**src/rtl/wdt2_pkg.sv**
```systemverilog
`timescale 1ns/1ps
package wdt2_pkg;
  // Register byte offsets
  localparam logic [7:0] OFS_PRE1   = 8'h00;
  localparam logic [7:0] OFS_PRE2   = 8'h04;
  localparam logic [7:0] OFS_STAT   = 8'h08;
  localparam logic [7:0] OFS_RELOAD = 8'h0C;
  localparam logic [7:0] OFS_CFG    = 8'h10;
  localparam logic [7:0] OFS_CTRL   = 8'h14;

  // Key bytes, in the order they must arrive
  localparam logic [7:0] KEY_FIRST  = 8'h80;
  localparam logic [7:0] KEY_SECOND = 8'h86;

  // Bit positions
  localparam int RLD_CMD_BIT  = 8;
  localparam int RLD_FLAG_BIT = 9;
  localparam int CFG_NORST    = 5;
  localparam int CFG_FAST     = 2;
  localparam int CTRL_MODE    = 2;
  localparam int CTRL_EN      = 1;
  localparam int CTRL_LOCK    = 0;

  typedef enum logic [1:0] {KS_IDLE, KS_HALF, KS_OPEN} key_state_t;
  typedef enum logic {PH_FIRST, PH_SECOND} phase_t;
endpackage

```
**src/rtl/wdt2_keyseq.sv**
```systemverilog
`timescale 1ns/1ps
module wdt2_keyseq
  import wdt2_pkg::*;
#(
  parameter int ADDR_W = 8
) (
  input  logic              clk,
  input  logic              rst,
  input  logic              wr_en,
  input  logic [ADDR_W-1:0] wr_addr,
  input  logic [7:0]        wr_byte,
  output logic              open_o
);
  localparam logic [ADDR_W-1:0] RLD_A = ADDR_W'(OFS_RELOAD);

  key_state_t state;

  always_ff @(posedge clk) begin
    if (rst) begin
      state <= KS_IDLE;
    end else if (wr_en) begin
      unique case (state)
        KS_IDLE: state <= (wr_addr == RLD_A && wr_byte == KEY_FIRST) ? KS_HALF : KS_IDLE;
        KS_HALF: state <= (wr_addr == RLD_A && wr_byte == KEY_SECOND) ? KS_OPEN : KS_IDLE;
        default: state <= KS_IDLE;
      endcase
    end
  end

  assign open_o = (state == KS_OPEN);

  // the open window is consumed by exactly one write
  assert_single_use_R1: assert property (@(posedge clk) disable iff (rst)
    (state == KS_OPEN && wr_en) |=> (state == KS_IDLE));

  // a foreign address after the first key aborts the sequence
  assert_abort_R2: assert property (@(posedge clk) disable iff (rst)
    (state == KS_HALF && wr_en && wr_addr != RLD_A) |=> (state == KS_IDLE));
endmodule

```
**src/rtl/wdt2_prescale.sv**
```systemverilog
`timescale 1ns/1ps
module wdt2_prescale #(
  parameter int SLOW_LOG2 = 15,
  parameter int FAST_LOG2 = 5
) (
  input  logic clk,
  input  logic rst,
  input  logic run,
  input  logic clear,
  input  logic fast,
  output logic tick
);
  localparam int PW = SLOW_LOG2;
  localparam logic [PW-1:0] SLOW_LAST = PW'((64'd1 << SLOW_LOG2) - 1);
  localparam logic [PW-1:0] FAST_LAST = PW'((64'd1 << FAST_LOG2) - 1);

  logic [PW-1:0] pc;
  logic [PW-1:0] last;

  assign last = fast ? FAST_LAST : SLOW_LAST;
  assign tick = run && (pc >= last);

  always_ff @(posedge clk) begin
    if (rst || clear || !run) pc <= '0;
    else if (tick)            pc <= '0;
    else                      pc <= pc + 1'b1;
  end

  // ticks are single-cycle and never back to back
  assert_tick_spacing_R4: assert property (@(posedge clk) disable iff (rst)
    tick |=> !tick);
endmodule

```
**src/rtl/wdt2_stages.sv**
```systemverilog
`timescale 1ns/1ps
module wdt2_stages
  import wdt2_pkg::*;
#(
  parameter int CNT_W = 20,
  parameter logic [CNT_W-1:0] INIT1 = CNT_W'(512),
  parameter logic [CNT_W-1:0] INIT2 = CNT_W'(512)
) (
  input  logic             clk,
  input  logic             rst,
  input  logic             run,
  input  logic             tick,
  input  logic             reload,
  input  logic [CNT_W-1:0] pre1,
  input  logic [CNT_W-1:0] pre2,
  output logic             exp1,
  output logic             exp2
);
  localparam logic [CNT_W-1:0] ONE = CNT_W'(1);

  phase_t           phase;
  logic [CNT_W-1:0] cnt1;
  logic [CNT_W-1:0] cnt2;

  always_ff @(posedge clk) begin
    if (rst) begin
      phase <= PH_FIRST;
      cnt1  <= INIT1;
      cnt2  <= INIT2;
      exp1  <= 1'b0;
      exp2  <= 1'b0;
    end else begin
      exp1 <= 1'b0;
      exp2 <= 1'b0;
      if (reload) begin
        phase <= PH_FIRST;
        cnt1  <= pre1;
        cnt2  <= pre2;
      end else if (run && tick) begin
        if (phase == PH_FIRST) begin
          if (cnt1 <= ONE) begin
            phase <= PH_SECOND;
            exp1  <= 1'b1;
          end else begin
            cnt1 <= cnt1 - ONE;
          end
        end else begin
          if (cnt2 <= ONE) begin
            phase <= PH_FIRST;
            cnt1  <= pre1;
            cnt2  <= pre2;
            exp2  <= 1'b1;
          end else begin
            cnt2 <= cnt2 - ONE;
          end
        end
      end
    end
  end

  // disabled stages hold their state
  assert_hold_disabled_R10: assert property (@(posedge clk) disable iff (rst)
    (!run && !reload) |=> ($stable(cnt1) && $stable(cnt2) && $stable(phase)));

  // second-stage expiry only ever follows the second phase
  assert_second_after_first_R6: assert property (@(posedge clk) disable iff (rst)
    $rose(exp2) |-> ($past(phase) == PH_SECOND));
endmodule

```
**src/rtl/wdt2_pulse.sv**
```systemverilog
`timescale 1ns/1ps
module wdt2_pulse #(
  parameter int LEN = 16
) (
  input  logic clk,
  input  logic por,
  input  logic fire,
  output logic out
);
  localparam int LW = $clog2(LEN + 1);
  localparam int HW = LW + 2;

  logic [LW-1:0] left;

  always_ff @(posedge clk) begin
    if (por) begin
      out  <= 1'b0;
      left <= '0;
    end else if (fire) begin
      out  <= 1'b1;
      left <= LW'(LEN - 1);
    end else if (left != '0) begin
      left <= left - 1'b1;
    end else begin
      out <= 1'b0;
    end
  end

  // checker-side width counter
  logic [HW-1:0] hi_len;
  always_ff @(posedge clk) begin
    if (por || !out) hi_len <= '0;
    else if (hi_len != '1) hi_len <= hi_len + 1'b1;
  end

  // every pulse ends after exactly LEN cycles
  assert_pulse_width_R6: assert property (@(posedge clk) disable iff (por)
    $fell(out) |-> (hi_len == HW'(LEN)));
endmodule

```
**src/rtl/wdt_dual_stage.sv**
```systemverilog
`timescale 1ns/1ps
module wdt_dual_stage
  import wdt2_pkg::*;
#(
  parameter int ADDR_W    = 8,
  parameter int DATA_W    = 32,
  parameter int CNT_W     = 20,
  parameter int SLOW_LOG2 = 15,
  parameter int FAST_LOG2 = 5,
  parameter int PULSE_LEN = 16,
  parameter int PRE_INIT  = 512
) (
  input  logic              clk,
  input  logic              por,
  input  logic              sys_rst,
  input  logic              wr_en,
  input  logic [ADDR_W-1:0] wr_addr,
  input  logic [DATA_W-1:0] wr_data,
  input  logic [ADDR_W-1:0] rd_addr,
  output logic [DATA_W-1:0] rd_data,
  output logic              irq_o,
  output logic              wdt_rst_o
);
  localparam logic [CNT_W-1:0]  PRE_DEF = CNT_W'(PRE_INIT);
  localparam logic [ADDR_W-1:0] A_PRE1  = ADDR_W'(OFS_PRE1);
  localparam logic [ADDR_W-1:0] A_PRE2  = ADDR_W'(OFS_PRE2);
  localparam logic [ADDR_W-1:0] A_STAT  = ADDR_W'(OFS_STAT);
  localparam logic [ADDR_W-1:0] A_RLD   = ADDR_W'(OFS_RELOAD);
  localparam logic [ADDR_W-1:0] A_CFG   = ADDR_W'(OFS_CFG);
  localparam logic [ADDR_W-1:0] A_CTRL  = ADDR_W'(OFS_CTRL);

  logic any_rst;
  assign any_rst = por | sys_rst;

  logic unused_hi;
  assign unused_hi = ^wr_data;

  // Key sequencer
  logic key_open;
  wdt2_keyseq #(.ADDR_W(ADDR_W)) u_key (
    .clk    (clk),
    .rst    (any_rst),
    .wr_en  (wr_en),
    .wr_addr(wr_addr),
    .wr_byte(wr_data[7:0]),
    .open_o (key_open)
  );

  logic prot_wr;
  assign prot_wr = wr_en & key_open;

  // Register file
  logic [CNT_W-1:0] pre1_q, pre2_q;
  logic       cfg_norst, cfg_fast;
  logic [1:0] cfg_itype;
  logic       mode_q, en_q, lock_q;
  logic       stat_q, tof_q;
  logic       reload_cmd, flag_clr;
  logic       exp1, exp2;

  assign reload_cmd = prot_wr && wr_addr == A_RLD && wr_data[RLD_CMD_BIT];
  assign flag_clr   = prot_wr && wr_addr == A_RLD && wr_data[RLD_FLAG_BIT];

  always_ff @(posedge clk) begin
    if (any_rst) begin
      pre1_q <= PRE_DEF;
      pre2_q <= PRE_DEF;
    end else if (prot_wr) begin
      if (wr_addr == A_PRE1) pre1_q <= wr_data[CNT_W-1:0];
      if (wr_addr == A_PRE2) pre2_q <= wr_data[CNT_W-1:0];
    end
  end

  always_ff @(posedge clk) begin
    if (any_rst) begin
      cfg_norst <= 1'b0;
      cfg_fast  <= 1'b0;
      cfg_itype <= 2'b00;
    end else if (wr_en && wr_addr == A_CFG) begin
      cfg_norst <= wr_data[CFG_NORST];
      cfg_fast  <= wr_data[CFG_FAST];
      cfg_itype <= wr_data[1:0];
    end
  end

  // Lock and enable: lock is set-only, enable cannot drop while locked
  always_ff @(posedge clk) begin
    if (por) begin
      lock_q <= 1'b0;
      en_q   <= 1'b0;
      mode_q <= 1'b0;
    end else if (sys_rst) begin
      if (!lock_q) begin
        en_q   <= 1'b0;
        mode_q <= 1'b0;
      end
    end else if (wr_en && wr_addr == A_CTRL) begin
      if (wr_data[CTRL_LOCK]) lock_q <= 1'b1;
      en_q <= wr_data[CTRL_EN] | lock_q;
      if (!lock_q) mode_q <= wr_data[CTRL_MODE];
    end
  end

  // Sticky timeout flag, cleared by power-on or keyed write
  always_ff @(posedge clk) begin
    if (por)                  tof_q <= 1'b0;
    else if (exp2 && !mode_q) tof_q <= 1'b1;
    else if (flag_clr)        tof_q <= 1'b0;
  end

  // Interrupt status
  always_ff @(posedge clk) begin
    if (any_rst)                                        stat_q <= 1'b0;
    else if (exp1)                                      stat_q <= 1'b1;
    else if (wr_en && wr_addr == A_STAT && wr_data[0])  stat_q <= 1'b0;
  end

  assign irq_o = stat_q & (cfg_itype != 2'b11);

  // Timebase and stages
  logic tick;
  wdt2_prescale #(.SLOW_LOG2(SLOW_LOG2), .FAST_LOG2(FAST_LOG2)) u_pre (
    .clk  (clk),
    .rst  (any_rst),
    .run  (en_q),
    .clear(reload_cmd),
    .fast (cfg_fast),
    .tick (tick)
  );

  wdt2_stages #(.CNT_W(CNT_W), .INIT1(PRE_DEF), .INIT2(PRE_DEF)) u_stg (
    .clk   (clk),
    .rst   (any_rst),
    .run   (en_q),
    .tick  (tick),
    .reload(reload_cmd),
    .pre1  (pre1_q),
    .pre2  (pre2_q),
    .exp1  (exp1),
    .exp2  (exp2)
  );

  wdt2_pulse #(.LEN(PULSE_LEN)) u_pulse (
    .clk (clk),
    .por (por),
    .fire(exp2 && !mode_q && !cfg_norst),
    .out (wdt_rst_o)
  );

  // Registered read port
  always_ff @(posedge clk) begin
    if (any_rst) begin
      rd_data <= '0;
    end else begin
      rd_data <= '0;
      unique case (rd_addr)
        A_PRE1: rd_data <= DATA_W'(pre1_q);
        A_PRE2: rd_data <= DATA_W'(pre2_q);
        A_STAT: rd_data[0] <= stat_q;
        A_RLD:  rd_data[RLD_FLAG_BIT] <= tof_q;
        A_CFG: begin
          rd_data[CFG_NORST] <= cfg_norst;
          rd_data[CFG_FAST]  <= cfg_fast;
          rd_data[1:0]       <= cfg_itype;
        end
        A_CTRL: begin
          rd_data[CTRL_MODE] <= mode_q;
          rd_data[CTRL_EN]   <= en_q;
          rd_data[CTRL_LOCK] <= lock_q;
        end
        default: rd_data <= '0;
      endcase
    end
  end

  // a locked, running watchdog stays enabled
  assert_lock_holds_R9: assert property (@(posedge clk) disable iff (por)
    (lock_q && en_q) |=> en_q);

  // the timeout flag only drops by an explicit keyed clear
  assert_flag_sticky_R8: assert property (@(posedge clk) disable iff (por)
    (tof_q && !flag_clr) |=> tof_q);

  // unkeyed writes do not reach the first preload
  assert_unkeyed_ignored_R1: assert property (@(posedge clk) disable iff (any_rst)
    (wr_en && !key_open && wr_addr == A_PRE1) |=> $stable(pre1_q));
endmodule

```
**config.mk**
```make
export PLATFORM = sky130hd
export DESIGN_NAME = wdt_dual_stage
export DESIGN_NICKNAME = d
export VERILOG_FILES = /design/src/rtl/wdt2_pkg.sv /design/src/rtl/wdt2_keyseq.sv /design/src/rtl/wdt2_prescale.sv /design/src/rtl/wdt2_stages.sv /design/src/rtl/wdt2_pulse.sv /design/src/rtl/wdt_dual_stage.sv
export SDC_FILE = /design/constraint.sdc
export NUM_CORES = 1
export LEC_CHECK = 0
export BUFFER_PORTS_ARGS = -buffer_cell sky130_fd_sc_hd__buf_2
export CORE_MARGIN = 2
export CORE_UTILIZATION = 56
export CTS_CLUSTER_DIAMETER = 50
export DETAILED_ROUTE_END_ITERATION = 8
export PLACE_DENSITY = 0.86
export SLEW_MARGIN = 20
export SYNTH_ARGS = -nofsm -noshare
export SYNTH_HDL_FRONTEND = slang
export SYNTH_SLANG_ARGS = --single-unit
```
**constraint.sdc**
```tcl
create_clock -name clk -period 3.1 [get_ports clk]
set_input_delay 0.155 -clock clk [delete_from_list [all_inputs] [get_ports clk]]
set_output_delay 0.155 -clock clk [all_outputs]
set_load 0.01 [all_outputs]
```
==> implementation parameters <==
Parameter                              Value

Status
  Outcome ... finished clean

Cells and area
  Area of the multi-input gates ... 3830 um2
  Final core utilization ... 0.659
  Area growth from synthesis to layout ... 15.1%
  Non-filler instance count after layout ... 1054
  Number of antenna repair diodes ... 0
  Sequential cell area in the final layout ... 2700 um2
  Fill cell count ... 953
  Total number of nets in the final design ... 963
  Layout cells sized above 1 ... 0.146

Floorplanning
  Number of I/O pins ... 86
  Placeable Area ... approximately 12000 um2
  FP Rows ... 40
  Initial core utilization ... 0.573
  Area enclosed by the die boundary ... 13100 um2
  Overall die height ... around 110 um
  Horizontal extent of the die ... ~110 um

Power
  PwrDens ... 522 nW/um2
  Largest voltage drop on the vdd net ... 0.619 mV
  Power, Total ... 4120 uW
  Leakage component of the power ... 0.00296 uW
  Clock share of power ... 0.504
  Combinational cell fraction of total power ... 0.066
  Cell internal power dissipation ... 3190 uW
  Proportion of power drawn by flip-flops and latches ... 0.431
  Net switching power figure ... 926 uW
  Switching power share of the total ... 0.225

Timing
  Slew at the pin closest to its max-slew limit ... approximately 1000 ps
  Slew Limit Fails ... 0
  Max transition margin ... 0.331
  Final TNS setup ... 0 ps
  Number of endpoints with negative hold slack in the final report ... 0
  Finish-stage setup viols ... 0
  Post-route clock skew ... 7.90 ps
  Tightest hold margin ... 7.72 ps
  Final cycle utilization of the critical path ... 0.863
  Final worst path period need ... 2670 ps
  Max Clk Rate ... roughly 370 MHz
  RSZ-0062 raised after global routing ... no

Detailed routing
  Final routed wire length divided by cell count ... 17.9 um
  Wire length on met3 ... 1720 um
  Antenna-violating nets left ... 0
  Violation count after the first detailed-routing iteration ... 821
  Via total after detailed routing ... 6528
  Drt drc ... 0
  Total Wirelength ... 18800 um
  Top routing layer in use ... met4
  Via-per-instance ratio ... approximately 6.2
  Met1 layer wirelength in the final routing ... between 7000 and 8000 um
  Detailed-router iteration count before antenna repair ... 6
  Detailed route wirelength on metal2 ... roughly 8700 um

Synthesis
  Ranking of synthesized cells by area ... sky130_fd_sc_hd__dfxtp_1 (39%), sky130_fd_sc_hd__nand2_1 (7.6%), sky130_fd_sc_hd__a21oi_1 (5.6%), sky130_fd_sc_hd__nor2_1 (5.0%), sky130_fd_sc_hd__ha_1 (3.1%)
  Register bit count reported by yosys ... 135
  Fraction of post-synthesis cell area in the top cell type by area ... 0.395
  Synth Warn # ... 0
  EDFF count, synth ... 0
  Area of the mapped netlist ... between 6000 and 7000 um2
  Part of the Yosys area used for sequential elements ... 0.395
  Flip-flop cell with the highest count after synthesis ... sky130_fd_sc_hd__dfxtp_1
  Async SR Flop Fraction ... 0
  Mapped Avg Cell Area ... between 8 and 9 um2
  Unique masters post-synth ... 80
  Library cell with the largest summed area after synthesis ... sky130_fd_sc_hd__dfxtp_1
  Number of standard cells after synthesis ... 840

GRT
  Wire length of the first global-routing pass ... between 30000 and 40000 um
  Initial antenna violation count ... 0
  Via count of the first global-routing pass ... 6051
  Tot GR Track Use ... 0.294
  Pin count of the biggest net entering global routing ... 45
  Total global routing overflow ... 0

Clock network
  Clock root buffer master ... sky130_fd_sc_hd__clkbuf_16
  Clock insertion delay at the later pin of the skew report ... approximately 430 ps
  Post-CTS setup buffers ... 0
  Clock sink count ... around 140
  CTS tree ... yes
  Clock-pin slew on the worst setup and hold paths ... 60 ps
  Number of buffers added to fix hold violations after cts ... 10
  # H-tree levels ... 4
  TritonCTS Buffers ... 17
  Maximum buffer depth of the clock tree ... 2
  Resized Gates After CTS ... 0

Critical path
  Crit path depth ... 8
  Critical-path cell list ... ha_1 -> a21o_1 -> a41o_1 -> a211o_1 -> a31oi_2 -> buf_4 -> o21ai_1 -> a21oi_1
  Setup slack of the most critical reg-to-reg path ... 430 ps
  Element type at the critical path end ... flip-flop
  Biggest fanout along the worst timing path ... 23
  Worst path bufs/invs ... 1
  Startpoint of the worst-slack reg-to-reg timing path ... cfg_fast
  Max stage delay on crit path ... 620 ps
  Cell at the slowest stage of the critical path ... sky130_fd_sc_hd__dfxtp_1
  Destination of the worst register-to-register timing path ... u_stg.cnt2[3]
  Dominant delay contributor by cell family on the critical path ... compound AO/OA/AOI/OAI gates
  Worst setup SP type ... flip-flop
  Worst reg-to-reg path cell count ... 8
  Worst path required time ... 3430 ps
  Classification of the worst setup path ... flip-flop to flip-flop
  Data arrival at the endpoint of the critical path ... 3010 ps

Placement
  Count of input and output buffers ... 61
  Final estimated routing congestion in global placement ... 0.917
  Placed cell count ... about 1000
  Final HPWL DP ... 12200 um

Flow run
  Number of max-cap violations ... 0

Hold path
  Start point of the worst hold path ... wr_data[6]
  Hold path cells ... 3
  Endpoint, Worst Hold ... pre2_q[6]
  Class of the most critical hold timing path ... primary input to flip-flop
==> state kept, by name, summed over array words and instances (netlist names) <==
name	flops
pre1_q	20
pre2_q	20
rd_data	20
u_stg.cnt1	20
u_stg.cnt2	20
u_pre.pc	15
u_pulse.left	5
cfg_itype	2
u_key.state	2
cfg_fast	1
cfg_norst	1
en_q	1
lock_q	1
mode_q	1
stat_q	1
tof_q	1
u_pulse.out	1
u_stg.exp1	1
u_stg.exp2	1
u_stg.phase	1
==> worst min-delay path, stage by stage <==
cell and delay, ps:
sky130_fd_sc_hd__buf_2 120, sky130_fd_sc_hd__nand2_1 60, sky130_fd_sc_hd__a21oi_1 50
==> cell usage in the layout, fill, tap and decap left out, drive strengths merged, types with 12 or more instances in the layout <==
master and instances:
and3 12, xor2 12, nor3 29, o21ai 29
nand3 28, clkbuf 25, ha 17, xnor2 12
buf 74, mux2i 21, nor4 13, nor2 93
nand2 138, dfxtp 135, conb 12, nand4 13
inv 15, a21oi 77
==> power groups by stage <==
stage / registers (uW) / logic, uW / clock network (uW)
after floorplan: 1810 / 180 / 0
after global placement: 1810 / 241 / 0
after detailed placement: 1810 / 253 / 0
after CTS: 1770 / 266 / 2080
after global routing: 1770 / 301 / 2160
final: 1770 / 271 / 2080
==> cell families after synthesis <==
kind of cell,after synthesis,synth area share
other,1,0.000547
buffers and inverters,74,0.0531
AND/OR/NAND/NOR,371,0.264
AO/OA/AOI/OAI,194,0.191
XOR/XNOR,24,0.0307
multiplexers,24,0.0356
flip-flops,135,0.395
adder cells (fa/ha/maj),17,0.0310
==> area by class of cell <==
class                           instances  area share
Multi-Input combinational cell        642       0.486
Sequential cell                       135       0.343
Timing Repair Buffer                   84      0.0654
Clock buffer                           25      0.0615
Tap cell                              147      0.0233
Clock inverter                          7      0.0148
Inverter                               14     0.00666
==> cell usage after synthesis, drive strengths merged, types with 11 or more instances <==
cell type and count:
o21ai 29, xor2 12, dfxtp 135, clkbuf 29
nand2 138, nor2 93, buf 31, a211oi 11
and3 12, nand3 28, mux2i 21, a21oi 77
nand4 13, nor4 13, nor3 29, ha 17
inv 14, xnor2 12
==> per-stage QoR <==
stage | area [um2] | setup WS, ps
final | 7890 | 426
after global routing | 7890 | 292
after CTS | 7890 | 461
after detailed placement | 7190 | 468
after global placement | 7190 | 517
after floorplan | 6890 | 768
==> metal layers <==
layer / up-vias / GRT usage
met5: - / 0
met2: 346 / 0.471
li1: 3098 / -
met3: 55 / 0.0831
met1: 3029 / 0.368
met4: 0 / 0.132
==> how the worst max path moves through the flow <==
stage / to / startpoint / slack (ps)
final: u_stg.cnt2[3] / cfg_fast / 430
after global routing: u_stg.cnt1[13] / u_stg.cnt1[8] / 290
after CTS: u_stg.cnt2[12] / cfg_fast / 460
after detailed placement: u_stg.cnt2[12] / cfg_fast / 470
after global placement: u_stg.cnt2[12] / cfg_fast / 520
after floorplan: u_stg.cnt2[0] / cfg_fast / 770
Power figures use the tool's default switching activity.
